==> src/rtl/wa_filter_pkg.sv <==
package wa_filter_pkg;
  localparam int ADDR_W   = 32;
  localparam int OFS_W    = 16;
  localparam int PG_W     = ADDR_W - OFS_W;
  localparam int NUM_WIN  = 3;
  localparam int EN_BIT   = 4;
  localparam int WIN_BASE = 16;

  // Window order matches control-word enable bit order (base + index).
  localparam int WIN_FIX = 0;
  localparam int WIN_PRG = 1;
  localparam int WIN_TOM = 2;

  localparam logic [ADDR_W-1:0] CFG_MASK = ADDR_W'(1) << EN_BIT;
  localparam logic [ADDR_W-1:0] CTL_MASK =
    (ADDR_W'((1 << NUM_WIN) - 1) << WIN_BASE) | ADDR_W'((1 << PG_W) - 1);

  typedef enum logic [1:0] {
    SEL_CFG  = 2'd0,
    SEL_CTL  = 2'd1,
    SEL_RNG  = 2'd2,
    SEL_NONE = 2'd3
  } reg_sel_e;

  typedef logic [PG_W-1:0]   page_t;
  typedef logic [ADDR_W-1:0] addr_t;
endpackage

==> src/rtl/wa_regfile.sv <==
module wa_regfile
  import wa_filter_pkg::*;
(
  input  logic               clk,
  input  logic               rst_n,
  input  logic               we,
  input  logic [1:0]         sel,
  input  logic [ADDR_W-1:0]  wdata,
  output logic [ADDR_W-1:0]  rdata,
  output logic               gen_en,
  output page_t              tom_pg,
  output logic [NUM_WIN-1:0] win_en,
  output page_t              rng_lo,
  output page_t              rng_hi
);
  reg_sel_e sel_e;
  assign sel_e = reg_sel_e'(sel);

  // Only defined bits are stored; reserved bits have no flops.
  logic               en_q,  en_d;
  page_t              tom_q, tom_d;
  logic [NUM_WIN-1:0] wen_q, wen_d;
  page_t              lo_q,  lo_d;
  page_t              hi_q,  hi_d;
  logic               cfg_ld, ctl_ld, rng_ld;

  // Next-state and load enables
  always_comb begin
    cfg_ld = we && (sel_e == SEL_CFG);
    ctl_ld = we && (sel_e == SEL_CTL);
    rng_ld = we && (sel_e == SEL_RNG);
    en_d   = wdata[EN_BIT];
    tom_d  = wdata[PG_W-1:0];
    wen_d  = wdata[WIN_BASE +: NUM_WIN];
    lo_d   = wdata[PG_W-1:0];
    hi_d   = wdata[2*PG_W-1:PG_W];
  end

  always_ff @(posedge clk or negedge rst_n) begin
    if (!rst_n) begin
      en_q <= 1'b0;
    end else if (cfg_ld) begin
      en_q <= en_d;
    end
  end

  always_ff @(posedge clk or negedge rst_n) begin
    if (!rst_n) begin
      tom_q <= '0;
      wen_q <= '0;
    end else if (ctl_ld) begin
      tom_q <= tom_d;
      wen_q <= wen_d;
    end
  end

  always_ff @(posedge clk or negedge rst_n) begin
    if (!rst_n) begin
      lo_q <= '0;
      hi_q <= '0;
    end else if (rng_ld) begin
      lo_q <= lo_d;
      hi_q <= hi_d;
    end
  end

  // Read mux; unused positions read as zero.
  always_comb begin
    rdata = '0;
    case (sel_e)
      SEL_CFG: rdata[EN_BIT] = en_q;
      SEL_CTL: begin
        rdata[PG_W-1:0]            = tom_q;
        rdata[WIN_BASE +: NUM_WIN] = wen_q;
      end
      SEL_RNG: rdata = {hi_q, lo_q};
      default: rdata = '0;
    endcase
  end

  assign gen_en = en_q;
  assign tom_pg = tom_q;
  assign win_en = wen_q;
  assign rng_lo = lo_q;
  assign rng_hi = hi_q;
endmodule

==> src/rtl/wa_window.sv <==
module wa_window
  import wa_filter_pkg::*;
(
  input  logic  en,
  input  addr_t addr,
  input  addr_t lo,
  input  addr_t hi,
  output logic  hit
);
  // Inclusive window; empty when lo > hi.
  assign hit = en && (addr >= lo) && (addr <= hi);
endmodule

==> src/rtl/wa_alloc_filter.sv <==
module wa_alloc_filter
  import wa_filter_pkg::*;
#(
  parameter addr_t FIX_LO = 32'h000A_0000,
  parameter addr_t FIX_HI = 32'h000F_FFFF
) (
  input  logic              clk,
  input  logic              rst_ni,
  input  logic              reg_we,
  input  logic [1:0]        reg_sel,
  input  logic [ADDR_W-1:0] reg_wdata,
  output logic [ADDR_W-1:0] reg_rdata,
  input  logic [ADDR_W-1:0] wr_addr,
  output logic              alloc_ok
);
  // Asynchronous assert, synchronous release
  logic [1:0] rst_pipe;
  logic       rst_sync_n;

  always_ff @(posedge clk or negedge rst_ni) begin
    if (!rst_ni) begin
      rst_pipe <= 2'b00;
    end else begin
      rst_pipe <= {rst_pipe[0], 1'b1};
    end
  end
  assign rst_sync_n = rst_pipe[1];

  logic               gen_en;
  page_t              tom_pg;
  logic [NUM_WIN-1:0] win_en;
  page_t              rng_lo;
  page_t              rng_hi;

  wa_regfile u_regs (
    .clk    (clk),
    .rst_n  (rst_sync_n),
    .we     (reg_we),
    .sel    (reg_sel),
    .wdata  (reg_wdata),
    .rdata  (reg_rdata),
    .gen_en (gen_en),
    .tom_pg (tom_pg),
    .win_en (win_en),
    .rng_lo (rng_lo),
    .rng_hi (rng_hi)
  );

  // Window bounds. "Above top" is rewritten as an inclusive window that
  // starts one byte past the bound; the low offset bits are zero, so the
  // increment cannot wrap.
  addr_t [NUM_WIN-1:0] win_lo;
  addr_t [NUM_WIN-1:0] win_hi;

  always_comb begin
    win_lo[WIN_FIX] = FIX_LO;
    win_hi[WIN_FIX] = FIX_HI;
    win_lo[WIN_PRG] = {rng_lo, {OFS_W{1'b0}}};
    win_hi[WIN_PRG] = {rng_hi, {OFS_W{1'b1}}};
    win_lo[WIN_TOM] = {tom_pg, {OFS_W{1'b0}}} + ADDR_W'(1);
    win_hi[WIN_TOM] = {ADDR_W{1'b1}};
  end

  logic [NUM_WIN-1:0] win_hit;

  for (genvar g = 0; g < NUM_WIN; g++) begin : g_win
    wa_window u_win (
      .en   (win_en[g]),
      .addr (wr_addr),
      .lo   (win_lo[g]),
      .hi   (win_hi[g]),
      .hit  (win_hit[g])
    );
  end

  assign alloc_ok = gen_en && !(|win_hit);
endmodule

==> config.mk <==
export PLATFORM = sky130hd
export DESIGN_NAME = wa_alloc_filter
export DESIGN_NICKNAME = d
export VERILOG_FILES = /design/src/rtl/wa_filter_pkg.sv /design/src/rtl/wa_regfile.sv /design/src/rtl/wa_window.sv /design/src/rtl/wa_alloc_filter.sv
export SDC_FILE = /design/constraint.sdc
export NUM_CORES = 1
export LEC_CHECK = 0
export CAP_MARGIN = 20
export CORE_ASPECT_RATIO = 1.2
export CORE_MARGIN = 10
export CORE_UTILIZATION = 30
export CTS_BUF_LIST = sky130_fd_sc_hd__clkbuf_2
export CTS_CLUSTER_SIZE = 10
export DETAILED_ROUTE_END_ITERATION = 12
export PLACE_DENSITY = 0.64
export RECOVER_POWER = 50
export SLEW_MARGIN = 5
export SYNTH_ARGS = -nofsm -noshare
export SYNTH_HDL_FRONTEND = slang
export SYNTH_SLANG_ARGS = --single-unit
==> constraint.sdc <==
create_clock -name clk -period 3.2 [get_ports clk]
set_input_delay 0.8 -clock clk [delete_from_list [all_inputs] [get_ports clk]]
set_output_delay 0.8 -clock clk [all_outputs]
set_load 0.005 [all_outputs]
==> results_dict.tcl <==
set metrics [dict create \
    status "finished with violations" \
    violations "capacitance limit, slew limit, setup timing" \
    gp_congestion 0.8875 \
    fin_skew_ns 0.01980 \
    wl_per_cell_um 17.70 \
    ios 102 \
    clk_pin_slew_ns 0.27 \
    synth_fa_ha_area_share_pct 17.50 \
    ant_nets 0 \
    synth_ff_type "dfrtp_1" \
    post-route-util_pct 45.18 \
    grt_first_pass_wirelength_um 18780 \
    synth.distinct_cells 33 \
    fin_crit_sh_pct 100.9 \
    syn_area_um2 3717 \
    ys_seq_area_share_pct 36.35 \
    async_reset_ff_share_pct 100.0 \
    worstSetupStartpointType "input port" \
    overflow 0 \
    diodes 0 \
    drcViolationCount 0 \
    yosys_warnings 0 \
    fp-row-count 44 \
    critical_path_buf_inv_count 2 \
    rsz0062_at_grt "true" \
    slowest_stage "clkdlybuf4s50_1" \
    r2r-start "rst_pipe[1]" \
    viasPerCell 4.860 \
    dieArea_um2 17260 \
    power_density_nw_per_um2 389.2 \
    yosys.area.top_type "dfrtp_1" \
    final.setup.worst_slack_ns -0.03011 \
    syn-num-nets 486 \
    path_max_fanout 2 \
    cp_cell_sequence "clkdlybuf4s50_1 > nor4_2 > nand4_1 > o211ai_1 > o2111ai_1 > a22oi_2 > a21oi_2 > buf_2" \
    synthTopCellsByCount "dfrtp_1 (54), ha_1 (52), mux2_2 (52)" \
    clk_latency_ns 0.45 \
    max_slew_margin_pct -8.193 \
    synth_cells 365 \
    start_util_pct 30.69 \
    vdd_drop_max_mv 0.1704 \
    slowest_delay_ns 0.45 \
    r2r_slack_ns 1.04 \
    cp_data_arrival_time_ns 2.43 \
    grt_max_degree 30 \
    track_usage_pct 13.53 \
    grt_pass1_vias 3641 \
    dp_slack_ns -0.9625 \
    cts.sinks 54 \
    crit_path_end_kind "output pin" \
    synth-simple-area-share_pct 13.26 \
    vias 3227 \
    root_buffer "clkbuf_2" \
    fin_crit_ns 3.230 \
    synth_seq_cells 54 \
    antenna_found_initial 0 \
    worstSetupPathType "in2out" \
    p_leak_nw 2.568 \
    muxShareOfSynthArea_pct 15.75 \
    layout.nets 623 \
    cts_buffer_depth 2 \
    cts_buffers 5 \
    synth_xor_area_share_pct 0 \
    power_mw 2.130 \
    hold_viol 0 \
    io_buffers 101 \
    drive_above_1_share_pct 28.63 \
    drtIter0Drc 96 \
    hold_class "reg2async" \
    multiInputGateArea_um2 2356 \
    max_freq_mhz 309.6 \
    synth.most_common_cell "dfrtp_1" \
    coreArea_um2 12110 \
    report.final.slew_viol_count 30 \
    setup_viol 1 \
    synth_top_area_share_pct 36.35 \
    die_h_um 141.9 \
    cts_hold_buffers 0 \
    synth_edf_count 0 \
    totalWireLength_um 11760 \
    cts_tree "done" \
    drv_cap 1 \
    cp.required_ns 2.40 \
    dp_hpwl_um 9663 \
    fp.dieW_um 121.6 \
    seq_area_um2 1353 \
    nFillCells 1176 \
    critical_path.top_delay_family "compound AO/OA/AOI/OAI gates" \
    dr.pass1.iters 4 \
    area_growth_pct 47.19 \
    synth_compound_area_share_pct 10.84 \
    synth_top_family_by_area "adder cells" \
    synth_area_leaders "dfrtp_1 (36%), ha_1 (18%), mux2_2 (16%)" \
    avgSynthCellArea_um2 10.18 \
    tightest_slew_ns 1.623 \
    critPathLaunch "wr_addr[3]" \
    htreeDepth 2 \
]
==> per-layer routing <==
layer	wire, um	share of wire (%)	up-vias	track usage [%]
met4	132	1.1	0	3.331
met3	532	4.5	8	3.017
li1	-	-	1574	-
met5	0	0	-	0
met2	6369	54	71	25.56
met1	4721	40	1574	14.74
==> state kept, by name, indices dropped and copies added, names as in the netlist <==
signal and count:
u_regs.tom_pg 16, u_regs.rng_hi 16, u_regs.rng_lo 16, rst_pipe 2, u_regs.gen_en 1, u_regs.win_en 3
==> where the power goes <==
| part | internal, mW | switching (mW) | total [mW] |
|---|---|---|---|
| logic | 0.482 | 0.382 | 0.864 |
| clock network | 0.135 | 0.217 | 0.352 |
| registers | 0.808 | 0.105 | 0.913 |
==> layout make-up <==
cell class,instances,share of cell area (%)
Multi-Input combinational cell,251,43.06
Inverter,50,3.430
Tap cell,161,3.682
Clock inverter,2,0.6860
Timing Repair Buffer,140,23.87
Sequential cell,54,24.72
Clock buffer,6,0.5488
==> layout by cell type, fill, tap and decap left out, types with 3 or more instances in the layout <==
cell type,instances
nor2_1,8
nor2b_2,3
a21oi_1,12
dlygate4sd2_1,7
nor4_2,6
nand4_1,10
a21oi_2,5
mux2_2,52
buf_2,4
o211ai_1,3
ha_4,10
ha_1,42
dlymetal6s2s_1,15
clkbuf_2,13
o21ai_1,3
a21o_1,4
inv_1,47
nand3_1,7
inv_2,3
clkdlybuf4s50_1,66
and2_1,13
a22oi_1,18
buf_6,4
clkbuf_1,3
nand2_1,15
nor2b_1,16
buf_4,30
dfrtp_1,53
==> stage by stage <==
stage	area (um^2)	setup TNS [ns]	hold WS, ns	std cells
after floorplan	3717	0	0.3312	365
after global placement	5176	-4.398	0.3381	652
after detailed placement	5196	-5.147	0.2820	653
after CTS	5344	-0.1691	0.2996	662
after global routing	5472	-0.4442	0.3095	664
final	5472	-0.03011	0.2696	664
==> path summary, 6_finish.rpt <==
| path | to | cells past startpoint |
|---|---|---|
| setup / recovery | alloc_ok | 8 |
| hold / removal | u_regs.tom_pg[6] | 0 |
| setup reg to reg | u_regs.rng_hi[12] | 1 |
| hold reg to reg | u_regs.tom_pg[6] | 0 |
| max in group asynchronous | u_regs.rng_hi[12] | 1 |
| min in group clk | rst_pipe[1] | 0 |
==> repair_timing <==
action | CTS | global route
resized for setup | 50 | 61
pin swaps | 11 | 23
cloned | 0 | 0
endpoints found under the setup margin | 33 | 5
buffers inserted | 1 | 2
==> logic make-up (layout without fill, tap and decap cells) <==
group	Yosys count	in the layout
simple gates	87	87
buf+inv	60	198
compound gates	59	59
flops	54	54
fa+ha+maj	52	52
mux	52	52
other cells	1	1
(Power assumes the default switching activity.)
